===== config.mk =====
export PLATFORM = sky130hd
export DESIGN_NAME = acc_core
export DESIGN_NICKNAME = d
export VERILOG_FILES = /design/src/rtl/acc_pkg.sv /design/src/rtl/acc_alu.sv /design/src/rtl/acc_dmem.sv /design/src/rtl/acc_ret_stack.sv /design/src/rtl/acc_core.sv
export SDC_FILE = /design/constraint.sdc
export NUM_CORES = 2
export LEC_CHECK = 0
export BUFFER_PORTS_ARGS = -buffer_cell sky130_fd_sc_hd__buf_2
export CAP_MARGIN = 20
export CELL_PAD_IN_SITES_DETAIL_PLACEMENT = 1
export CELL_PAD_IN_SITES_GLOBAL_PLACEMENT = 1
export CORE_MARGIN = 3
export CORE_UTILIZATION = 45
export CTS_CLUSTER_DIAMETER = 40
export DETAILED_ROUTE_END_ITERATION = 12
export MAX_ROUTING_LAYER = met4
export PLACE_DENSITY = 0.85
export SYNTH_ARGS = -nofsm -noshare
export SYNTH_HDL_FRONTEND = slang
export SYNTH_SLANG_ARGS = --single-unit
export TNS_END_PERCENT = 100

===== constraint.sdc =====
create_clock -name clk -period 53.1 [get_ports clk]
set_clock_uncertainty 0.15 [all_clocks]
set_input_delay 5.31 -clock clk [delete_from_list [all_inputs] [get_ports clk]]
set_output_delay 5.31 -clock clk [all_outputs]
set_load 0.005 [all_outputs]

===== src/rtl/acc_pkg.sv =====
package acc_pkg;

    localparam int OPC_W = 8;

    typedef enum logic [7:0] {
        OP_LDI  = 8'd0,
        OP_ADDI = 8'd1,
        OP_ADD  = 8'd2,
        OP_SUB  = 8'd3,
        OP_MUL  = 8'd4,
        OP_DIV  = 8'd5,
        OP_REM  = 8'd6,
        OP_GET  = 8'd7,
        OP_PUT  = 8'd8,
        OP_GOTO = 8'd9,
        OP_BZ   = 8'd10,
        OP_BNZ  = 8'd11,
        OP_BGEZ = 8'd12,
        OP_BLTZ = 8'd13,
        OP_CALL = 8'd14,
        OP_RET  = 8'd15,
        OP_IN   = 8'd16,
        OP_OUT  = 8'd17,
        OP_STOP = 8'd18,
        OP_GETI = 8'd19,
        OP_PUTI = 8'd20
    } opcode_e;

    typedef enum logic [2:0] {
        ST_FETCH   = 3'd0,
        ST_EXEC    = 3'd1,
        ST_IND     = 3'd2,
        ST_WAIT_IN = 3'd3,
        ST_HALT    = 3'd4
    } fsm_e;

    typedef enum logic [2:0] {
        ALU_ADD,
        ALU_SUB,
        ALU_MUL,
        ALU_DIV,
        ALU_REM
    } alu_op_e;

endpackage


===== src/rtl/acc_alu.sv =====
module acc_alu
    import acc_pkg::*;
#(
    parameter int DATA_W = 16
) (
    input  alu_op_e             op,
    input  logic [DATA_W-1:0]   a,
    input  logic [DATA_W-1:0]   b,
    output logic [DATA_W-1:0]   res,
    output logic                div_zero
);

    logic signed [DATA_W-1:0] sa;
    logic signed [DATA_W-1:0] sb;
    logic                     b_zero;

    always_comb begin
        sa       = $signed(a);
        sb       = $signed(b);
        b_zero   = (b == '0);
        div_zero = 1'b0;
        res      = '0;
        case (op)
            ALU_ADD: res = a + b;
            ALU_SUB: res = a - b;
            ALU_MUL: res = a * b;
            ALU_DIV: begin
                div_zero = b_zero;
                res      = b_zero ? '0 : DATA_W'(sa / sb);
            end
            ALU_REM: begin
                div_zero = b_zero;
                res      = b_zero ? '0 : DATA_W'(sa % sb);
            end
            default: res = '0;
        endcase
    end

endmodule


===== src/rtl/acc_dmem.sv =====
module acc_dmem #(
    parameter int DATA_W = 16,
    parameter int DA_W   = 5
) (
    input  logic              clk,
    input  logic              rst_n,
    input  logic              we,
    input  logic [DA_W-1:0]   waddr,
    input  logic [DATA_W-1:0] wdata,
    input  logic [DA_W-1:0]   raddr,
    output logic [DATA_W-1:0] rdata
);

    localparam int DEPTH = 1 << DA_W;

    logic [DATA_W-1:0] mem_q [DEPTH];
    logic [DATA_W-1:0] mem_d [DEPTH];

    always_comb begin
        for (int i = 0; i < DEPTH; i++) begin
            mem_d[i] = mem_q[i];
        end
        if (we) begin
            mem_d[waddr] = wdata;
        end
    end

    always_ff @(posedge clk) begin
        for (int i = 0; i < DEPTH; i++) begin
            if (!rst_n) mem_q[i] <= '0;
            else        mem_q[i] <= mem_d[i];
        end
    end

    assign rdata = mem_q[raddr];

endmodule


===== src/rtl/acc_ret_stack.sv =====
module acc_ret_stack #(
    parameter int AW    = 8,
    parameter int DEPTH = 8
) (
    input  logic          clk,
    input  logic          rst_n,
    input  logic          push_en,
    input  logic [AW-1:0] push_addr,
    input  logic          pop_en,
    output logic [AW-1:0] top_addr,
    output logic          full,
    output logic          empty
);

    localparam int SP_W  = $clog2(DEPTH + 1);
    localparam int IDX_W = (DEPTH > 1) ? $clog2(DEPTH) : 1;

    logic [AW-1:0]   ent_q [DEPTH];
    logic [AW-1:0]   ent_d [DEPTH];
    logic [SP_W-1:0] sp_q;
    logic [SP_W-1:0] sp_d;
    logic [SP_W-1:0] sp_m1;

    always_comb begin
        full  = (sp_q == SP_W'(DEPTH));
        empty = (sp_q == '0);
        sp_m1 = sp_q - 1'b1;
        sp_d  = sp_q;
        for (int i = 0; i < DEPTH; i++) begin
            ent_d[i] = ent_q[i];
        end
        if (push_en && !full) begin
            ent_d[sp_q[IDX_W-1:0]] = push_addr;
            sp_d = sp_q + 1'b1;
        end else if (pop_en && !empty) begin
            sp_d = sp_m1;
        end
        top_addr = ent_q[sp_m1[IDX_W-1:0]];
    end

    always_ff @(posedge clk) begin
        if (!rst_n) begin
            sp_q <= '0;
        end else begin
            sp_q <= sp_d;
        end
        for (int i = 0; i < DEPTH; i++) begin
            if (!rst_n) ent_q[i] <= '0;
            else        ent_q[i] <= ent_d[i];
        end
    end


    push_when_full_chk: assert property (@(posedge clk) disable iff (!rst_n)
        push_en |-> !full)
        else $error("push issued on a full return stack");


    pop_when_empty_chk: assert property (@(posedge clk) disable iff (!rst_n)
        pop_en |-> !empty)
        else $error("pop issued on an empty return stack");


    depth_bound_chk: assert property (@(posedge clk) disable iff (!rst_n)
        sp_q <= SP_W'(DEPTH))
        else $error("return stack pointer beyond depth");

endmodule


===== src/rtl/acc_core.sv =====
module acc_core
    import acc_pkg::*;
#(
    parameter int DATA_W   = 16,
    parameter int PC_W     = 8,
    parameter int DA_W     = 5,
    parameter int RS_DEPTH = 8
) (
    input  logic                    clk,
    input  logic                    rst_n,
    output logic [PC_W-1:0]         imem_addr,
    input  logic [OPC_W+DATA_W-1:0] imem_data,
    input  logic [DATA_W-1:0]       in_data,
    input  logic                    in_valid,
    output logic                    in_ready,
    output logic [DATA_W-1:0]       out_data,
    output logic                    out_strobe,
    output logic                    halted,
    output logic                    error
);

    localparam int INSTR_W = OPC_W + DATA_W;

    typedef struct packed {
        fsm_e               fsm;
        logic [PC_W-1:0]    pc;
        logic [DATA_W-1:0]  ac;
        logic [INSTR_W-1:0] ir;
        logic [DA_W-1:0]    ptr;
        logic [DATA_W-1:0]  out;
        logic               stb;
        logic               halted;
        logic               err;
    } core_t;

    core_t r_q;
    core_t r_d;

    opcode_e           opc;
    logic [DATA_W-1:0] opnd;
    logic [DA_W-1:0]   daddr;
    logic [PC_W-1:0]   target;
    logic [PC_W-1:0]   pc_inc;
    logic              ac_zero;
    logic              ac_neg;

    logic              dm_we;
    logic [DA_W-1:0]   dm_waddr;
    logic [DATA_W-1:0] dm_wdata;
    logic [DA_W-1:0]   dm_raddr;
    logic [DATA_W-1:0] dm_rdata;

    logic              rs_push;
    logic              rs_pop;
    logic [PC_W-1:0]   rs_top;
    logic              rs_full;
    logic              rs_empty;

    alu_op_e           alu_sel;
    logic [DATA_W-1:0] alu_res;
    logic              alu_dz;
    logic              rdy;

    acc_alu #(.DATA_W(DATA_W)) u_alu (
        .op       (alu_sel),
        .a        (r_q.ac),
        .b        (dm_rdata),
        .res      (alu_res),
        .div_zero (alu_dz)
    );

    acc_dmem #(.DATA_W(DATA_W), .DA_W(DA_W)) u_dmem (
        .clk   (clk),
        .rst_n (rst_n),
        .we    (dm_we),
        .waddr (dm_waddr),
        .wdata (dm_wdata),
        .raddr (dm_raddr),
        .rdata (dm_rdata)
    );

    acc_ret_stack #(.AW(PC_W), .DEPTH(RS_DEPTH)) u_rstack (
        .clk       (clk),
        .rst_n     (rst_n),
        .push_en   (rs_push),
        .push_addr (pc_inc),
        .pop_en    (rs_pop),
        .top_addr  (rs_top),
        .full      (rs_full),
        .empty     (rs_empty)
    );

    // Instruction field split and ALU operation select
    always_comb begin
        opc     = opcode_e'(r_q.ir[INSTR_W-1 -: OPC_W]);
        opnd    = r_q.ir[DATA_W-1:0];
        daddr   = opnd[DA_W-1:0];
        target  = opnd[PC_W-1:0];
        pc_inc  = r_q.pc + 1'b1;
        ac_zero = (r_q.ac == '0);
        ac_neg  = r_q.ac[DATA_W-1];
        case (opc)
            OP_SUB:  alu_sel = ALU_SUB;
            OP_MUL:  alu_sel = ALU_MUL;
            OP_DIV:  alu_sel = ALU_DIV;
            OP_REM:  alu_sel = ALU_REM;
            default: alu_sel = ALU_ADD;
        endcase
    end

    // Next-state computation
    always_comb begin
        r_d      = r_q;
        r_d.stb  = 1'b0;
        dm_raddr = (r_q.fsm == ST_IND) ? r_q.ptr : daddr;
        dm_we    = 1'b0;
        dm_waddr = daddr;
        dm_wdata = r_q.ac;
        rs_push  = 1'b0;
        rs_pop   = 1'b0;
        rdy      = 1'b0;

        case (r_q.fsm)
            ST_FETCH: begin
                r_d.ir  = imem_data;
                r_d.fsm = ST_EXEC;
            end

            ST_EXEC: begin
                r_d.fsm = ST_FETCH;
                r_d.pc  = pc_inc;
                case (opc)
                    OP_LDI:  r_d.ac = opnd;
                    OP_ADDI: r_d.ac = r_q.ac + opnd;
                    OP_ADD, OP_SUB, OP_MUL, OP_DIV, OP_REM: begin
                        r_d.ac = alu_res;
                        if (alu_dz) r_d.err = 1'b1;
                    end
                    OP_GET:  r_d.ac = dm_rdata;
                    OP_PUT:  dm_we  = 1'b1;
                    OP_GETI, OP_PUTI: begin
                        r_d.ptr = dm_rdata[DA_W-1:0];
                        r_d.pc  = r_q.pc;
                        r_d.fsm = ST_IND;
                    end
                    OP_GOTO: r_d.pc = target;
                    OP_BZ:   if (ac_zero)  r_d.pc = target;
                    OP_BNZ:  if (!ac_zero) r_d.pc = target;
                    OP_BGEZ: if (!ac_neg)  r_d.pc = target;
                    OP_BLTZ: if (ac_neg)   r_d.pc = target;
                    OP_CALL: begin
                        if (rs_full) begin
                            r_d.err    = 1'b1;
                            r_d.halted = 1'b1;
                            r_d.pc     = r_q.pc;
                            r_d.fsm    = ST_HALT;
                        end else begin
                            rs_push = 1'b1;
                            r_d.pc  = target;
                        end
                    end
                    OP_RET: begin
                        if (rs_empty) begin
                            r_d.err    = 1'b1;
                            r_d.halted = 1'b1;
                            r_d.pc     = r_q.pc;
                            r_d.fsm    = ST_HALT;
                        end else begin
                            rs_pop = 1'b1;
                            r_d.pc = rs_top;
                        end
                    end
                    OP_IN: begin
                        r_d.pc  = r_q.pc;
                        r_d.fsm = ST_WAIT_IN;
                    end
                    OP_OUT: begin
                        r_d.out = r_q.ac;
                        r_d.stb = 1'b1;
                    end
                    OP_STOP: begin
                        r_d.pc     = r_q.pc;
                        r_d.halted = 1'b1;
                        r_d.fsm    = ST_HALT;
                    end
                    default: ;
                endcase
            end

            ST_IND: begin
                r_d.fsm = ST_FETCH;
                r_d.pc  = pc_inc;
                if (opc == OP_GETI) begin
                    r_d.ac = dm_rdata;
                end else begin
                    dm_we    = 1'b1;
                    dm_waddr = r_q.ptr;
                end
            end

            ST_WAIT_IN: begin
                rdy = 1'b1;
                if (in_valid) begin
                    r_d.ac  = in_data;
                    r_d.pc  = pc_inc;
                    r_d.fsm = ST_FETCH;
                end
            end

            ST_HALT: ;

            default: r_d.fsm = ST_HALT;
        endcase
    end

    always_ff @(posedge clk) begin
        if (!rst_n) r_q <= '0;
        else        r_q <= r_d;
    end

    assign imem_addr  = r_q.pc;
    assign in_ready   = rdy;
    assign out_data   = r_q.out;
    assign out_strobe = r_q.stb;
    assign halted     = r_q.halted;
    assign error      = r_q.err;


    halt_sticky_chk: assert property (@(posedge clk) disable iff (!rst_n)
        halted |=> halted)
        else $error("halt released without reset");


    halt_quiet_chk: assert property (@(posedge clk) disable iff (!rst_n)
        halted |-> (!out_strobe && !in_ready))
        else $error("activity while halted");


    err_sticky_chk: assert property (@(posedge clk) disable iff (!rst_n)
        error |=> error)
        else $error("error flag cleared without reset");


    strobe_pulse_chk: assert property (@(posedge clk) disable iff (!rst_n)
        out_strobe |=> !out_strobe)
        else $error("output strobe longer than one cycle");


    wait_stall_chk: assert property (@(posedge clk) disable iff (!rst_n)
        (in_ready && !in_valid) |=> (in_ready && $stable(imem_addr)))
        else $error("core moved on without input");

endmodule


Word-level counts from Yosys, hierarchy flattened
Memory sizes are Yosys's and may differ from the RTL's.
Cells that the tools add are included.
{"block": "op_classes", "mul": 1, "n_eq_ne": 38, "n_lt_le_gt_ge": 4, "n_bitwise": 43, "addsub": 6, "div": 2, "muxes": 91, "reduce_logical": 28}
{"operator": "$mux W16", "n": 36}
{"operator": "$bwmux W512", "n": 1}
{"operator": "$mux W512", "n": 1}
{"operator": "$mux W8", "n": 15}
{"operator": "$demux W16 S5", "n": 1}
{"operator": "$pmux W16 S5", "n": 1}
{"operator": "$pmux W24 S3", "n": 1}
{"operator": "$bwmux W64", "n": 1}
{"operator": "$eq A8 B4 Y1 const B", "n": 8}
{"operator": "$mux W64", "n": 1}
{"operator": "$pmux W16 S4", "n": 1}
{"operator": "$pmux W8 S8", "n": 1}
{"operator": "$eq A8 B5 Y1 const B", "n": 5}
{"operator": "$or A1 B1 Y1", "n": 40}
{"operator": "$add A16 B16 Y16", "n": 2}
{"operator": "$eq A8 B3 Y1 const B", "n": 4}
{"operator": "$logic_not A16 Y1", "n": 2}
{"operator": "$pmux W3 S5", "n": 2}
{"operator": "$mux W27", "n": 1}
{"operator": "$demux W8 S3", "n": 1}
{"operator": "$div A16 B16 Y16", "n": 1}
{"operator": "$eq A8 B2 Y1 const B", "n": 2}
{"operator": "$mod A16 B16 Y16", "n": 1}
{"operator": "$mul A16 B16 Y16", "n": 1}
{"operator": "41 further kinds", "n": 83}
{"block": "totals", "mem_bits_rw": 576, "register_bits": 79, "in_bits": 43, "word_cells": 225, "n_memories": 2}
{"memory": "u_dmem.mem_q", "words": 32, "width": 16, "rd": 33, "rd_clocked_by_memory_dff": 0, "wr": 32, "line_no": "acc_dmem.sv:16", "text": "logic [DATA_W-1:0] mem_q [DEPTH];"}
{"memory": "u_rstack.ent_q", "words": 8, "width": 8, "rd": 9, "rd_clocked_by_memory_dff": 0, "wr": 8, "line_no": "acc_ret_stack.sv:18", "text": "logic [AW-1:0] ent_q [DEPTH];"}

Depth between registers and ports, before layout
{"block": "depth", "word_depth": 11, "depth_mapped": 226, "depth_no_buf": 200}

Modules after synthesis
A second synthesis with hierarchy kept.
{"block": "unflattened", "hier_cells": 5953, "hier_area_um2": 47827.1}
{"module": "acc_dmem", "cells_each": 2849, "n_inst": 1, "area_each_um2": 24285.8}
{"module": "acc_alu", "cells_each": 2105, "n_inst": 1, "area_each_um2": 14983.1}
{"module": "acc_core", "cells_each": 663, "n_inst": 1, "area_each_um2": 5222.5}
{"module": "acc_ret_stack", "cells_each": 336, "n_inst": 1, "area_each_um2": 3335.7}

Least setup slack after synthesis
Ideal clock, no wire load.
{"block": "synth_path", "path_type": "register to register", "from": "register r_q[19] (netlist bit)", "to": "register r_q, in the netlist dm_wdata[12]", "arrival_ns": 40.822, "setup_slack_ns": 12.058, "setup_time_ns": 0.070, "path_stages_with_launch": 217, "path_buffers": 26, "cell_sequence": "dfxtp_1 buf_4 buf_4 buf_2 buf_2 buf_2 buf_2 buf_2 mux2i_1 nor2_1 a311oi_1 a21oi_1 nand3_1 nand4_1 clkbuf_1 inv_1 ha_1 inv_1 [... 181 more ...] a21o_1 a21o_1 nand4_1 a31oi_1 o221a_2 buf_4 clkbuf_1 nand2_1 o21ai_0 ha_1 inv_1 a2111o_1 a21oi_1 and2_1 a21oi_1 xnor2_1 or3_1 a21oi_1"}
{"block": "synth_via", "elab_chain_cells": 7, "elab_cells_between_ends": 14, "classes_between": "add/sub (2); mul (1); div (2); mux (7); reduce/logical (1); memory (1)"}
{"element": "start: declaration", "line_no": "acc_core.sv:36", "text": "core_t r_q;"}
{"element": "start signal: assignment", "line_no": "acc_core.sv:218", "text": "else r_q <= r_d;"}
{"element": "$mux W5 (*)", "line_no": "acc_core.sv:115", "text": "dm_raddr = (r_q.fsm == ST_IND) ? r_q.ptr : daddr;"}
{"element": "$mem_v2 Z32 W16 (*)"}
{"element": "$mod A16 B16 Y16 (tied with other cells)", "line_no": "acc_alu.sv:33", "text": "res = b_zero ? '0 : DATA_W'(sa % sb);"}
{"element": "$mux W16 (on tied branches)", "line_no": "acc_alu.sv:33, acc_alu.sv:29"}
{"element": "$pmux W16 S5", "line_no": "acc_alu.sv:23", "text": "case (op)"}
{"element": "$pmux W16 S4", "line_no": "acc_core.sv:132", "text": "case (opc)"}
{"element": "$pmux W24 S3 (*)", "line_no": "acc_core.sv:123", "text": "case (r_q.fsm)"}
Every way passes the cells marked *; elsewhere a longest branch is shown, timed or not. The select of a mux whose other input is x is not followed.
A chain may end at the register's enable or synchronous reset.

Worst setup path after layout
{"block": "layout_path", "from": "register r_q[73] (netlist bit)", "to": "register r_q, in the netlist dm_wdata[12]"}
{"block": "layout_via", "elab_chain_cells": 8, "elab_cells_between_ends": 22, "classes_between": "add/sub (2); mul (1); div (2); eq/ne (6); mux (7); reduce/logical (3); memory (1)"}
{"element": "$eq A3 B2 Y1", "line_no": "acc_core.sv:115, acc_core.sv:123"}
{"element": "$mux W5", "line_no": "acc_core.sv:115"}
{"element": "$mem_v2 Z32 W16"}
{"element": "$mod A16 B16 Y16 (tied with other cells)", "line_no": "acc_alu.sv:33"}
{"element": "$mux W16 (on tied branches)", "line_no": "acc_alu.sv:33, acc_alu.sv:29"}
{"element": "$pmux W16 S5", "line_no": "acc_alu.sv:23"}
{"element": "$pmux W16 S4", "line_no": "acc_core.sv:132"}
{"element": "$pmux W24 S3", "line_no": "acc_core.sv:123"}
Several ways; a longest one is shown, not always the timed one. The select of a mux whose other input is x is not followed.

==> flow_summary.toml <==
[critical_path]
rr_startpoint = "r_q[73]$_SDFFE_PN0P_"
cpMostUsedCell = "o21a_1"
cpLargestDelayFamily = "compound AO/OA/AOI/OAI gates"
crit_type = "flip-flop to flip-flop"
end_kind = "flip-flop"
rr_endpoint = "dm_wdata[12]$_SDFFE_PN0P_"
rrSetupSlack_ns = 3.79
max_stage_delay_ns = 0.65
slowest_stage = "a311oi_1"
critPathLaunchType = "flip-flop"
crit_required_ns = 53.49
arrival_ns = 49.70
critPathMaxFanout = 47
reg2reg_depth = 205
critical_path_buf_inv_count = 18

[logic_synthesis]
synth_area_mm2 = 0.0474
synth-seq-cells = 655
yosysSeqAreaShare_pct = 27.7
yosysTopAreaCell = "dfxtp_1"
synth_most_common_cell = "nand2_1"
synthTopCellsByArea = "dfxtp_1 (28%), nand2_1 (12%), a21oi_1 (7.8%), mux2i_1 (7.1%), ha_1 (5.9%)"
yosysTopAreaCellShare_pct = 27.7
syn_nets = 6577
netlist_top_cells_count = "nand2_1 (1464), a21oi_1 (734), dfxtp_1 (655)"
syn_inst = 6227
synthArstFlopShare_pct = 0
postSynthAreaPerCell_um2 = 7.61
ys_types = 117
yosysWarnings = 0
yosys_most_used_dff = "dfxtp_1"
synth_edf_count = 0

[die]
initial_core_util_pct = 45.6
die_h_um = 330
die_x_um = 330
dieArea_mm2 = 0.109
core_region_area_mm2 = 0.104
rows = 118
ios = 71

[grt]
grt_pass1_vias = 50954
globalRouteOverflowTotal = 0
grt_pass1_wl_mm = 311
grt_max_degree = 119
antenna_found_initial = 5
grtUsageTotal_pct = 38.0

[timing]
setup_tns_ns = 0
rsz0062_at_grt = "no"
finalSetupViolCount = 0
relSlewSlack_pct = 14.1
min_period_ns = 49.31
final-hold-violation-count = 0
hold_ws_ns = 0.301
fmax_mhz = 20.3
post-route-period-util_pct = 92.9
tightest_slew_ns = 1.29
slew_viol_final = 0

[clock_network]
cts_tree = "yes"
cts_buffers = 96
clock-sinks = 655
cts_hold_buf = 0
cts_buffer_depth = 3
htreeDepth = 3
root_buffer = "clkbuf_16"
clk_pin_slew_worst_paths_ns = 0.06
clk_latency_ns = 0.72

[routing]
ant_nets = 0
drt_iter0_markers = 5462
wl_per_cell_um = 27.5
drc = 0
firstDrtPassIters = 8
num_vias = 49684
totalWireLength_mm = 208
viasPerCell = 6.58

[hold_path]
hp-start = "out_data[2]$_SDFFE_PN0P_"
hold_depth = 2
hold_path_class = "flip-flop to flip-flop"
min_to = "out_data[2]$_SDFFE_PN0P_"

[finish]
nets = 6438
fin_cells = 7554
area_growth_pct = 10.6
multi_input_area_mm2 = 0.0315
layout-drive-gt1-share_pct = 10.3
seq_area_mm2 = 0.0131
fillers = 12777

[place]
portBuffers = 70
gp_congestion = 1.00
place_inst = 7357
dp_hpwl_mm = 137

[run]
maxCapViolCount = 0

[outcome]
status = "completed"
-- cells in the final DEF (no fill, tap or decap), types with 39 or more instances in the layout --
cell / netlist / routed
a211oi_1: 54 / 53
a21o_1: 44 / 42
a21oi_1: 734 / 733
a221oi_1: 41 / 41
a22oi_1: 39 / 39
a31oi_1: 41 / 41
and2_1: 71 / 71
buf_2: 74 / 71
buf_4: 48 / 143
clkbuf_16: 0 / 97
dfxtp_1: 655 / 634
fa_1: 83 / 83
ha_1: 224 / 224
inv_1: 225 / 224
mux2i_1: 335 / 335
mux4_2: 67 / 67
nand2_1: 1464 / 1462
nand2b_1: 43 / 43
nand3_1: 83 / 83
nor2_1: 439 / 420
nor2b_1: 51 / 51
nor3_1: 106 / 101
o21a_1: 58 / 58
o21ai_0: 158 / 158
xnor2_1: 145 / 142
xor2_1: 52 / 51
-- through the flow --
step / utilization (%) / setup WS [ns] / instance area, um^2
final: 50.4 / 3.79 / 52400
after global routing: 50.4 / 0.203 / 52400
after CTS: 50.3 / 2.98 / 52300
after detailed placement: 46.8 / 3.25 / 48600
after global placement: 46.8 / 5.06 / 48600
after floorplan: - / 12.06 / 47400
-- flip-flops by register name, summed over array words and instances (netlist names) --
name            flops
daddr               5
error               1
u_rstack.sp_q       4
out_strobe          1
r_q                 8
out_data           16
opnd               11
u_rstack.ent_q     64
u_dmem.mem_q      512
imem_addr           8
opc                 8
halted              1
dm_wdata           16
-- cells by family after synthesis --
logic type | synth area share (%)
and+or+nand+nor | 22.4
DFF | 27.7
adders and majority gates | 9.42
xor gates and xnor gates | 3.64
AOI/OAI and AO/OA | 19.4
muxes | 11.2
buffers and inverters | 6.20
-- repair_timing --
item | in CTS | in global routing
endpoints found under the hold margin | 0 | 0
endpoints found under the setup margin | 0 | 15
resized for setup | 0 | 9
setup buffers | 0 | 8
-- worst min-delay path, cell delays in order (launching register included) --
cell and delay (ns):
dfxtp_1 0.30, nand2_1 0.05, a21oi_1 0.05
-- worst max-delay path by stage --
stage	start	to	slack (ns)	depth (start not counted)
final	r_q[73]$_SDFFE_PN0P_	dm_wdata[12]$_SDFFE_PN0P_	3.79	205
after global routing	r_q[73]$_SDFFE_PN0P_	dm_wdata[10]$_SDFFE_PN0P_	0.20	204
after CTS	r_q[74]$_SDFFE_PN0P_	dm_wdata[12]$_SDFFE_PN0P_	2.98	199
after detailed placement	r_q[74]$_SDFFE_PN0P_	dm_wdata[10]$_SDFFE_PN0P_	3.25	199
after global placement	r_q[74]$_SDFFE_PN0P_	dm_wdata[10]$_SDFFE_PN0P_	5.06	200
after floorplan	r_q[19]$_SDFFE_PN0P_	dm_wdata[12]$_SDFFE_PN0P_	12.06	216
-- cell type report --
type | instances | share of cell area [%]
clock inverter | 62 | 1.92
clock buffer | 119 | 5.04
antenna | 3 | 0.0143
tap | 1380 | 3.30
sequential | 655 | 25.1
timing repair buffer | 221 | 2.85
multi-input combinational | 4886 | 60.1
inverter | 228 | 1.65
-- routing by layer --
layer | part of all wire (%) | vias up | GRT usage, %
li1 | - | 21306 | -
met2 | 44 | 2802 | 58.0
met5 | 0 | - | -
met4 | 7.9 | 0 | 25.5
met3 | 9.8 | 999 | 8.10
met1 | 38 | 24577 | 45.0
Power is not shown: default switching activity piles up to over one toggle a cycle in this logic, so the estimate is an artifact.
